--- src/rtl/sys_timer_pkg.sv ---
package sys_timer_pkg;
  localparam int ADDR_W = 5;
  localparam int DATA_W = 32;
  typedef logic [ADDR_W-1:0] addr_t;

  localparam addr_t A_LO_STAGE  = 5'd0;
  localparam addr_t A_HI_COMMIT = 5'd1;
  localparam addr_t A_LAT_LO    = 5'd2;
  localparam addr_t A_LAT_HI    = 5'd3;
  localparam addr_t A_RAW_LO    = 5'd4;
  localparam addr_t A_RAW_HI    = 5'd5;
  localparam addr_t A_PAUSE     = 5'd6;
  localparam addr_t A_DBG_MASK  = 5'd7;
  localparam addr_t A_ARMED     = 5'd8;
  localparam addr_t A_IRQ_RAW   = 5'd9;
  localparam addr_t A_IRQ_EN    = 5'd10;
  localparam addr_t A_IRQ_FORCE = 5'd11;
  localparam addr_t A_IRQ_STAT  = 5'd12;
  localparam int    ALARM_BASE  = 16;
endpackage

--- src/rtl/sys_timer_count.sv ---
module sys_timer_count #(
  parameter int DATA_W = 32,
  localparam int TIME_W = 2 * DATA_W
) (
  input  logic              clk_i,
  input  logic              rst_ni,
  input  logic              inc_i,
  input  logic              lo_wr_i,
  input  logic              hi_wr_i,
  input  logic              cap_i,
  input  logic [DATA_W-1:0] wdata_i,
  output logic [TIME_W-1:0] time_o,
  output logic [DATA_W-1:0] hold_o
);
  logic [TIME_W-1:0] time_q;
  logic [DATA_W-1:0] stage_q, hold_q;

  always_ff @(posedge clk_i or negedge rst_ni) begin
    if (!rst_ni) begin
      time_q  <= '0;
      stage_q <= '0;
      hold_q  <= '0;
    end else begin
      if (lo_wr_i) stage_q <= wdata_i;
      if (hi_wr_i)     time_q <= {wdata_i, stage_q};
      else if (inc_i)  time_q <= time_q + TIME_W'(1);
      if (cap_i) hold_q <= time_q[TIME_W-1:DATA_W];
    end
  end

  assign time_o = time_q;
  assign hold_o = hold_q;

  AST_TICK_INC: assert property (@(posedge clk_i) disable iff (!rst_ni)
    inc_i && !hi_wr_i |=> time_q == $past(time_q) + TIME_W'(1));
  AST_NO_TICK_HOLD: assert property (@(posedge clk_i) disable iff (!rst_ni)
    !inc_i && !hi_wr_i |=> $stable(time_q));
  AST_LO_STAGED: assert property (@(posedge clk_i) disable iff (!rst_ni)
    lo_wr_i && !hi_wr_i && !inc_i |=> $stable(time_q));
endmodule

--- src/rtl/sys_timer_alarm.sv ---
module sys_timer_alarm #(
  parameter int DATA_W = 32
) (
  input  logic              clk_i,
  input  logic              rst_ni,
  input  logic              wr_i,
  input  logic              disarm_i,
  input  logic [DATA_W-1:0] wdata_i,
  input  logic [DATA_W-1:0] now_lo_i,
  output logic [DATA_W-1:0] target_o,
  output logic              armed_o,
  output logic              fire_o
);
  logic [DATA_W-1:0] target_q;
  logic              armed_q;

  // target write wins over match and disarm in the same cycle
  assign fire_o = armed_q && (target_q == now_lo_i) && !wr_i && !disarm_i;

  always_ff @(posedge clk_i or negedge rst_ni) begin
    if (!rst_ni) begin
      target_q <= '0;
      armed_q  <= 1'b0;
    end else if (wr_i) begin
      target_q <= wdata_i;
      armed_q  <= 1'b1;
    end else if (disarm_i || fire_o) begin
      armed_q  <= 1'b0;
    end
  end

  assign target_o = target_q;
  assign armed_o  = armed_q;

  AST_ARM_ON_WRITE: assert property (@(posedge clk_i) disable iff (!rst_ni)
    wr_i |=> armed_q && target_q == $past(wdata_i));
  AST_FIRE_DISARMS: assert property (@(posedge clk_i) disable iff (!rst_ni)
    fire_o |=> !armed_q);
  AST_SW_DISARM: assert property (@(posedge clk_i) disable iff (!rst_ni)
    disarm_i && !wr_i |=> !armed_q);
endmodule

--- src/rtl/sys_timer_irq.sv ---
module sys_timer_irq #(
  parameter int N_ALARM = 4
) (
  input  logic               clk_i,
  input  logic               rst_ni,
  input  logic [N_ALARM-1:0] fire_i,
  input  logic               raw_wr_i,
  input  logic               en_wr_i,
  input  logic               force_wr_i,
  input  logic [N_ALARM-1:0] wdata_i,
  output logic [N_ALARM-1:0] raw_o,
  output logic [N_ALARM-1:0] en_o,
  output logic [N_ALARM-1:0] force_o,
  output logic [N_ALARM-1:0] status_o
);
  logic [N_ALARM-1:0] raw_q, en_q, force_q, clr;

  assign clr = raw_wr_i ? wdata_i : '0;

  always_ff @(posedge clk_i or negedge rst_ni) begin
    if (!rst_ni) begin
      raw_q   <= '0;
      en_q    <= '0;
      force_q <= '0;
    end else begin
      raw_q <= (raw_q & ~clr) | fire_i; // set beats clear
      if (en_wr_i)    en_q    <= wdata_i;
      if (force_wr_i) force_q <= wdata_i;
    end
  end

  assign raw_o    = raw_q;
  assign en_o     = en_q;
  assign force_o  = force_q;
  assign status_o = (raw_q & en_q) | force_q;

  AST_FIRE_SETS_RAW: assert property (@(posedge clk_i) disable iff (!rst_ni)
    |fire_i |=> (raw_q & $past(fire_i)) == $past(fire_i));
  AST_W1C_RAW: assert property (@(posedge clk_i) disable iff (!rst_ni)
    raw_wr_i && |(wdata_i & ~fire_i) |=> (raw_q & $past(wdata_i & ~fire_i)) == '0);
endmodule

--- src/rtl/sys_timer.sv ---
module sys_timer
  import sys_timer_pkg::*;
#(
  parameter int N_ALARM = 4,
  localparam int TIME_W = 2 * DATA_W
) (
  input  logic               clk_i,
  input  logic               rst_ni,
  input  logic               tick_i,
  input  logic [ADDR_W-1:0]  addr_i,
  input  logic [DATA_W-1:0]  wdata_i,
  input  logic               we_i,
  input  logic               re_i,
  output logic [DATA_W-1:0]  rdata_o,
  input  logic [1:0]         dbg_i,
  output logic [N_ALARM-1:0] irq_o
);
  logic               pause_q;
  logic [1:0]         dbg_mask_q;   // bit k enables halt on dbg_i[k]
  logic               halt, inc, hi_wr;
  logic [TIME_W-1:0]  time_now;
  logic [DATA_W-1:0]  hold_hi;
  logic [DATA_W-1:0]  target [N_ALARM];
  logic [N_ALARM-1:0] armed, fire, alm_wr, raw, en, frc, stat;

  always_ff @(posedge clk_i or negedge rst_ni) begin
    if (!rst_ni) begin
      pause_q    <= 1'b0;
      dbg_mask_q <= 2'b11;
    end else if (we_i) begin
      if (addr_i == A_PAUSE)    pause_q    <= wdata_i[0];
      if (addr_i == A_DBG_MASK) dbg_mask_q <= wdata_i[2:1];
    end
  end

  assign halt  = pause_q || |(dbg_i & dbg_mask_q);
  assign inc   = tick_i && !halt;
  assign hi_wr = we_i && addr_i == A_HI_COMMIT;

  sys_timer_count #(.DATA_W(DATA_W)) u_count (
    .clk_i   (clk_i),
    .rst_ni  (rst_ni),
    .inc_i   (inc),
    .lo_wr_i (we_i && addr_i == A_LO_STAGE),
    .hi_wr_i (hi_wr),
    .cap_i   (re_i && addr_i == A_LAT_LO),
    .wdata_i (wdata_i),
    .time_o  (time_now),
    .hold_o  (hold_hi)
  );

  for (genvar i = 0; i < N_ALARM; i++) begin : g_alarm
    assign alm_wr[i] = we_i && addr_i == addr_t'(ALARM_BASE + i);
    sys_timer_alarm #(.DATA_W(DATA_W)) u_alarm (
      .clk_i    (clk_i),
      .rst_ni   (rst_ni),
      .wr_i     (alm_wr[i]),
      .disarm_i (we_i && addr_i == A_ARMED && wdata_i[i]),
      .wdata_i  (wdata_i),
      .now_lo_i (time_now[DATA_W-1:0]),
      .target_o (target[i]),
      .armed_o  (armed[i]),
      .fire_o   (fire[i])
    );
  end

  sys_timer_irq #(.N_ALARM(N_ALARM)) u_irq (
    .clk_i      (clk_i),
    .rst_ni     (rst_ni),
    .fire_i     (fire),
    .raw_wr_i   (we_i && addr_i == A_IRQ_RAW),
    .en_wr_i    (we_i && addr_i == A_IRQ_EN),
    .force_wr_i (we_i && addr_i == A_IRQ_FORCE),
    .wdata_i    (wdata_i[N_ALARM-1:0]),
    .raw_o      (raw),
    .en_o       (en),
    .force_o    (frc),
    .status_o   (stat)
  );

  assign irq_o = stat;

  always_comb begin
    rdata_o = '0;
    case (addr_i)
      A_LAT_LO, A_RAW_LO: rdata_o = time_now[DATA_W-1:0];
      A_LAT_HI:           rdata_o = hold_hi;
      A_RAW_HI:           rdata_o = time_now[TIME_W-1:DATA_W];
      A_PAUSE:            rdata_o = {{(DATA_W-1){1'b0}}, pause_q};
      A_DBG_MASK:         rdata_o = {{(DATA_W-3){1'b0}}, dbg_mask_q, 1'b0};
      A_ARMED:            rdata_o = {{(DATA_W-N_ALARM){1'b0}}, armed};
      A_IRQ_RAW:          rdata_o = {{(DATA_W-N_ALARM){1'b0}}, raw};
      A_IRQ_EN:           rdata_o = {{(DATA_W-N_ALARM){1'b0}}, en};
      A_IRQ_FORCE:        rdata_o = {{(DATA_W-N_ALARM){1'b0}}, frc};
      A_IRQ_STAT:         rdata_o = {{(DATA_W-N_ALARM){1'b0}}, stat};
      default: begin
        for (int i = 0; i < N_ALARM; i++)
          if (addr_i == addr_t'(ALARM_BASE + i)) rdata_o = target[i];
      end
    endcase
  end

  AST_DBG_HALT: assert property (@(posedge clk_i) disable iff (!rst_ni)
    |(dbg_i & dbg_mask_q) && !hi_wr |=> $stable(time_now));
  AST_PAUSE_HALT: assert property (@(posedge clk_i) disable iff (!rst_ni)
    pause_q && !hi_wr |=> $stable(time_now));
endmodule

--- config.mk ---
export PLATFORM = sky130hd
export DESIGN_NAME = sys_timer
export DESIGN_NICKNAME = d
export VERILOG_FILES = /design/src/rtl/sys_timer_pkg.sv /design/src/rtl/sys_timer_count.sv /design/src/rtl/sys_timer_alarm.sv /design/src/rtl/sys_timer_irq.sv /design/src/rtl/sys_timer.sv
export SDC_FILE = /design/constraint.sdc
export NUM_CORES = 1
export LEC_CHECK = 0
export ABC_AREA = 1
export BUFFER_PORTS_ARGS = -buffer_cell sky130_fd_sc_hd__buf_2
export CORE_MARGIN = 5
export CORE_UTILIZATION = 29
export CTS_BUF_LIST = sky130_fd_sc_hd__clkbuf_8
export DETAILED_ROUTE_END_ITERATION = 16
export GPL_ROUTABILITY_DRIVEN = 0
export PLACE_DENSITY = 0.43
export SETUP_SLACK_MARGIN = 0.15
export SYNTH_ARGS = -nofsm -noshare
export SYNTH_HDL_FRONTEND = slang
export SYNTH_SLANG_ARGS = --single-unit
export TNS_END_PERCENT = 5
--- constraint.sdc ---
create_clock -name clk_i -period 1.6 [get_ports clk_i]
set_input_delay 0.32 -clock clk_i [delete_from_list [all_inputs] [get_ports clk_i]]
set_output_delay 0.32 -clock clk_i [all_outputs]
set_load 0.1 [all_outputs]
==> metrics, run 1 <==
max-capacitance violation count 0; cell area power density roughly 1300 mW/mm^2; CTS Buf Count 53; Hold Crit Class in -> reg; largest net degree at the start of global routing 65; CP startpoint kind register; max_slew headroom 0.413; gr usage total 0.228; worst slew pin tran between 800 and 900 ps; Post-Syn Instances 2,385; crit path max fanout 9; # nets final about 2,900; WL met2 34,100 um; die area around 0.062 mm^2; Hold Crit Depth 3; drt total wl between 70,000 and 80,000 um; most frequent cells in the layout nand2_1 (795), buf_4 (344), dfrtp_1 (246); CTS H-tree depth 2; highest metal used met4; Boundary Pins 80; initial antenna violation count 0; Die H 249 um; WP data required 1280 ps; WS Path Type reg -> out; failing checks setup timing; Final Hold Viols 0; skew final 28.6 ps; R2R cell count 18; Synth Flop Type dfrtp_1; RSZ-0062 raised after global routing true; vias in the first global route between 15,000 and 20,000; worst setup path startpoint u_count.time_o[0]$_DFFE_PN0P_; DRT iter0 DRCs between 1,000 and 1,500; FP Rows 87; Max Freq between 400 and 500 MHz; status finished, violations left; first-pass GRT wire length 110,000 um; final hold slack about 40 ps; Worst EP arrival 1890 ps; share of post-route cells with drive strength above 1 0.291; leading cell type in the layout, fill and taps excluded nand2_1; 1st-pass router iterations 8; clock-pin transition on the worst setup and hold timing paths 60 ps; Crit. End Element output port; Initial Util 0.293; Synth Register Bits approximately 280; Mean Syn Cell Area roughly 7 um^2; DRT antenna net count 0; Hold Startpoint wdata_i[31]; Layout Cells excl Fill ~3,600; Synth Net Count around 2,400; Routed WL per cell approximately 20 um; Seq/Total Area, Yosys 0.417; IO Port Bufs 79; fin. max-slew vios 0; CTS tree done; Detail Route met3 WL approximately 3100 um; via count ~17,000; root buf cell clkbuf_8; crit share post-route 1.38; DR vias/cell approximately 4.8; # setup viols final between 100 and 150; Post-synth EDFFs 0; setup ws final -606 ps; Synth Cell Area ~0.017 mm^2; post-DP HPWL ~55,000 um; synth unique cells 35; DIE WIDTH between 200 and 250 um; Area Overhead vs Synth 42.3%; total gr overflow 0; min cycle time layout 2210 ps; Async SR Flop Fraction 1.00; remaining routing DRC violations 0; largest buffer count on any clock path 3; worst ir drop on vdd between 500 and 600 uV; worst flop-to-flop path startpoint g_alarm[2].u_alarm.target_o[22]$_DFFE_PN0P_; Core Region around 0.056 mm^2; Placed Instances approximately 3,500; clock sinks approximately 280; Lkg Pwr ~0.011 uW; met1 WL 32,900 um; Synth Warn # 0; clock latency on the worst-skew pair about 670 ps
## worst paths after layout
kind,endpoint,slack [ps]
worst min-delay path,g_alarm[3].u_alarm.target_o[31]$_DFFE_PN0P_,40
worst min register to register,u_count.stage_q[23]$_DFFE_PN0P_,490
worst max register to register,g_alarm[2].u_alarm.armed_o$_DFFE_PN0P_,-500
max in group asynchronous,u_count.time_o[18]$_DFFE_PN0P_,660
min in group asynchronous,u_count.time_o[42]$_DFFE_PN0P_,170
worst max-delay path,rdata_o[0],-610
## critical path, cell delays in order (launching register included)
cell and delay, ps:
dfrtp_1 420, buf_4 160, buf_6 150, nand2_1 80, nand4_1 190, buf_12 230
## metal layers
metal,track usage,up-vias
met5,0,-
met4,0.0605,0
met3,0.0269,104
met2,0.387,450
met1,0.309,8438
li1,-,8500
## power breakdown
part / switching [uW] / internal [uW] / total (uW) / leakage (uW)
clock network: 3380 / 3860 / 7240 / 0.000624
logic: 7200 / 5630 / 12800 / 0.00681
registers: 1770 / 8780 / 10600 / 0.00346
total: 12400 / 18300 / 30600 / 0.0109
## sequential cells by signal, indices dropped and copies added (netlist names)
register / flops
g_alarm.u_alarm.target_o: 128
u_count.time_o: 64
u_irq.raw_o: 4
u_count.hold_o: 32
u_irq.en_o: 4
dbg_mask_q: 2
pause_q: 1
u_count.stage_q: 32
u_irq.force_o: 4
g_alarm.u_alarm.armed_o: 4
## metrics by stage
stage | setup TNS [ps] | util | instance area (um^2) | total power, uW | setup WS [ps]
global placement | -76690 | 0.372 | 21000 | 21900 | -580
detailed placement | -80930 | 0.372 | 21000 | 22000 | -586
finish | -31370 | 0.417 | 23500 | 30600 | -606
floorplan | -21210 | - | 16500 | 16500 | -1040
global route | -42050 | 0.417 | 23500 | 32500 | -694
CTS | -33820 | 0.410 | 23100 | 30400 | -657
## synth_stat cells, types with 9 or more instances
cell,number,area (um^2)
nand2_2,9,56.3
inv_2,9,33.8
o211ai_1,24,180
nor2_4,11,124
o21ai_0,174,871
buf_2,62,310
o221ai_1,10,87.6
buf_4,19,143
xnor2_1,54,473
nand2_1,834,3130
nand3_1,98,490
clkbuf_1,17,63.8
o22ai_1,61,382
o21ai_1,74,370
a21oi_1,68,340
inv_1,262,983
nand4_1,23,144
nor2_1,229,860
dfrtp_1,273,6830
xor2_1,29,254
## area by class of cell
class	instances	area, um^2
fill	6001	32900
multi-input combinational	1732	8750
sequential	275	6920
timing repair buffer	512	4800
inverter	271	1030
tap	756	946
clock buffer	66	908
clock inverter	28	150
antenna	1	2.50
## cell families after synthesis
group,count (synthesis),share of synthesized area
simple gates,1225,0.299
compound gates,423,0.141
buf+inv,378,0.0982
flops,275,0.417
xor+xnor,83,0.0440
fa+ha+maj,1,0.000757
## what timing repair did
action / in CTS / in global routing
resized for setup: 198 / 108
hold buffers: 26 / 0
pin swaps: 61 / 22
endpoints found under the hold margin: 280 / 0
setup endpoints to repair: 108 / 109
setup buffers: 32 / 6
Note: power is estimated with default switching activity, not from simulation.
==> run 2: changes to the inputs <==
--- a/config.mk
+++ b/config.mk
@@ -12,7 +12,7 @@
 export CTS_BUF_LIST = sky130_fd_sc_hd__clkbuf_8
 export DETAILED_ROUTE_END_ITERATION = 16
 export GPL_ROUTABILITY_DRIVEN = 0
-export PLACE_DENSITY = 0.43
+export PLACE_DENSITY = 0.42
 export SETUP_SLACK_MARGIN = 0.15
 export SYNTH_ARGS = -nofsm -noshare
 export SYNTH_HDL_FRONTEND = slang
==> constraint.sdc (replaced) <==
create_clock -name clk_i -period 2.29 [get_ports clk_i]
set_input_delay 0.458 -clock clk_i [delete_from_list [all_inputs] [get_ports clk_i]]
set_output_delay 0.458 -clock clk_i [all_outputs]
set_load 0.1 [all_outputs]
==> run 2 against run 1 <==
  * The flow still finishes with violations (setup timing)
  * Die area unchanged
  * Total power down 38%
  * Worst hold slack better by 17 ps
  * First-iteration DRC count up 22%
  * Flip-flop and latch count unchanged
  * Critical path type unchanged
  * Largest cell class unchanged
==> metrics, run 2 (synthesis results as in run 1) <==
# setup viols final 29; crit share post-route 1.08; WL met2 between 30,000 and 40,000 um; Detail Route met3 WL 3760 um; CTS tree done; remaining routing DRC violations 0; Comb pwr share 0.350; Final Hold Viols 0; root buf cell clkbuf_8; clock-pin transition on the worst setup and hold timing paths 60 ps; Internal Power between 10,000 and 15,000 uW; DIE WIDTH roughly 250 um; WS Path Type reg -> out; failing checks setup timing; leading cell type in the layout, fill and taps excluded nand2_1; Hold Crit Class in -> reg; Initial Util 0.293; FP Rows 87; sequential share of power 0.400; Reg2Reg Setup Slack about 210 ps; status finished, violations left; worst path cell trace a21oi_2 -> nor2_1 -> nor3_2 -> buf_4 -> nand4_1 -> buf_12; Area Overhead vs Synth 23.2%; worst slew pin tran around 830 ps; Routed WL per cell between 20 and 25 um; max-capacitance violation count 0; WHS Endpoint g_alarm[3].u_alarm.target_o[5]$_DFFE_PN0P_; skew final around 25 ps; r2r endpoint u_count.time_o[37]$_DFFE_PN0P_; vias in the first global route between 15,000 and 20,000; max_slew headroom 0.446; via count approximately 16,000; R2R cell count 6; largest net degree at the start of global routing 65; NetSw ~7900 uW; Hold Startpoint wdata_i[5]; CP startpoint kind register; worst ir drop on vdd slightly above 400 uV; crit path max fanout 3; # nets final approximately 2,600; slowest stage cell on the critical path dfrtp_1; RSZ-0062 raised after global routing true; drt total wl between 60,000 and 70,000 um; met1 WL approximately 31,000 um; cell area power density 931 mW/mm^2; fin. max-slew vios 0; Hold Crit Depth 3; setup ws final -178 ps; total stage count of the critical path 6; gr usage total 0.220; Crit. End Element output port; CTS H-tree depth 2; area of the multi-input gates around 0.0082 mm^2; most frequent cells in the layout nand2_1 (826), inv_1 (272), dfrtp_1 (254); clock sinks ~280; Max Freq 405 MHz; min cycle time layout approximately 2500 ps; Worst EP arrival between 2000 and 2500 ps; CTS Buf Count slightly above 50; max FFs per register 128; share of post-route cells with drive strength above 1 0.153; Clk pwr share 0.250; first-pass GRT wire length around 110,000 um; sw frac 0.416; DRT antenna net count 0; DP Worst Slack -190 ps; Worst path top cell family by delay simple AND/OR/NAND/NOR gates; die area between 0.06 and 0.07 mm^2; 1st-pass router iterations 6; Die H approximately 250 um; CP bufs+invs 2; Fillers between 6,000 and 7,000; WP data required approximately 1800 ps; post-DP HPWL approximately 52,000 um; Boundary Pins 80; CP peak stage delay roughly 420 ps; FF/Latch Area approximately 0.0069 mm^2; Lkg Pwr slightly above 0.009 uW; DR vias/cell approximately 4.9; worst flop-to-flop path startpoint pause_q$_DFFE_PN0P_; initial antenna violation count 1; Final Core Density 0.361; Core Region roughly 0.056 mm^2; DRT iter0 DRCs between 1,000 and 1,500; largest buffer count on any clock path 3; Total Power roughly 19,000 uW; highest metal used met4; IO Port Bufs 79; clock latency on the worst-skew pair 660 ps; total gr overflow 0
[run 2: changes by cell type in the layout (fill, tap and decap cells not counted), sizes merged]
cell	before	now
buf	486	216
bufinv	1	0
clkbuf	66	65
clkinv	2	1
diode	1	2
dlygate4sd3	26	5
inv	295	291
[run 2: worst max path at each step]
stage                         startpoint     endpoint
6_report       u_irq.en_o[1]$_DFFE_PN0P_   rdata_o[1]
3_3_place_gp                   addr_i[1]  rdata_o[30]
2_1_floorplan                  addr_i[2]  rdata_o[15]
3_5_place_dp                   addr_i[1]  rdata_o[30]
4_1_cts         u_irq.raw_o[1]$_DFF_PN0_   rdata_o[1]
5_1_grt         u_irq.raw_o[1]$_DFF_PN0_   rdata_o[1]
[run 2: per-stage QoR]
step	instances	setup TNS, ps	cell area (um^2)	hold WS (ps)
global route	3344	-4280	20300	34.2
floorplan	2385	-7960	16500	162
detailed placement	3248	-3680	19100	474
global placement	3248	-3740	19100	467
finish	3344	-1730	20300	56.4
CTS	3342	-3150	20200	8.84
[run 2: worst register-to-register path, stage by stage, from the launching register on]
cell and delay, ps:
dfrtp_1 380, inv_1 80, nand4_1 280, nor2_4 730, buf_12 300, nand3_1 160, nand2_1 90
[run 2: area by class of cell]
class	count	area share
multi-input combinational	1732	0.402
clock buffer	65	0.0440
antenna	2	0.000246
sequential	275	0.340
inverter	271	0.0502
clock inverter	22	0.00455
tap	756	0.0465
timing repair buffer	221	0.113
[run 2: repair_timing]
| item | 4_1_cts | 5_1_grt |
|---|---|---|
| gates resized for setup | 41 | 41 |
| hold endpoints to repair | 49 | 0 |
| hold buffers | 5 | 0 |
| setup buffers | 2 | 0 |
| endpoints found under the setup margin | 45 | 64 |
| pin swaps | 19 | 7 |
[run 2: routing by layer]
layer | vias up | GRT usage
met5 | - | 0
met3 | 117 | 0.0294
met1 | 7889 | 0.300
met4 | 0 | 0.0768
met2 | 495 | 0.362
li1 | 7908 | -
[run 2: power by group through the flow]
stage	registers, uW	clock network (uW)	logic [uW]
floorplan	6840	0	4700
global placement	7570	0	6520
detailed placement	7570	0	6560
CTS	7530	4890	6640
global route	7730	5060	7370
finish	7580	4730	6630
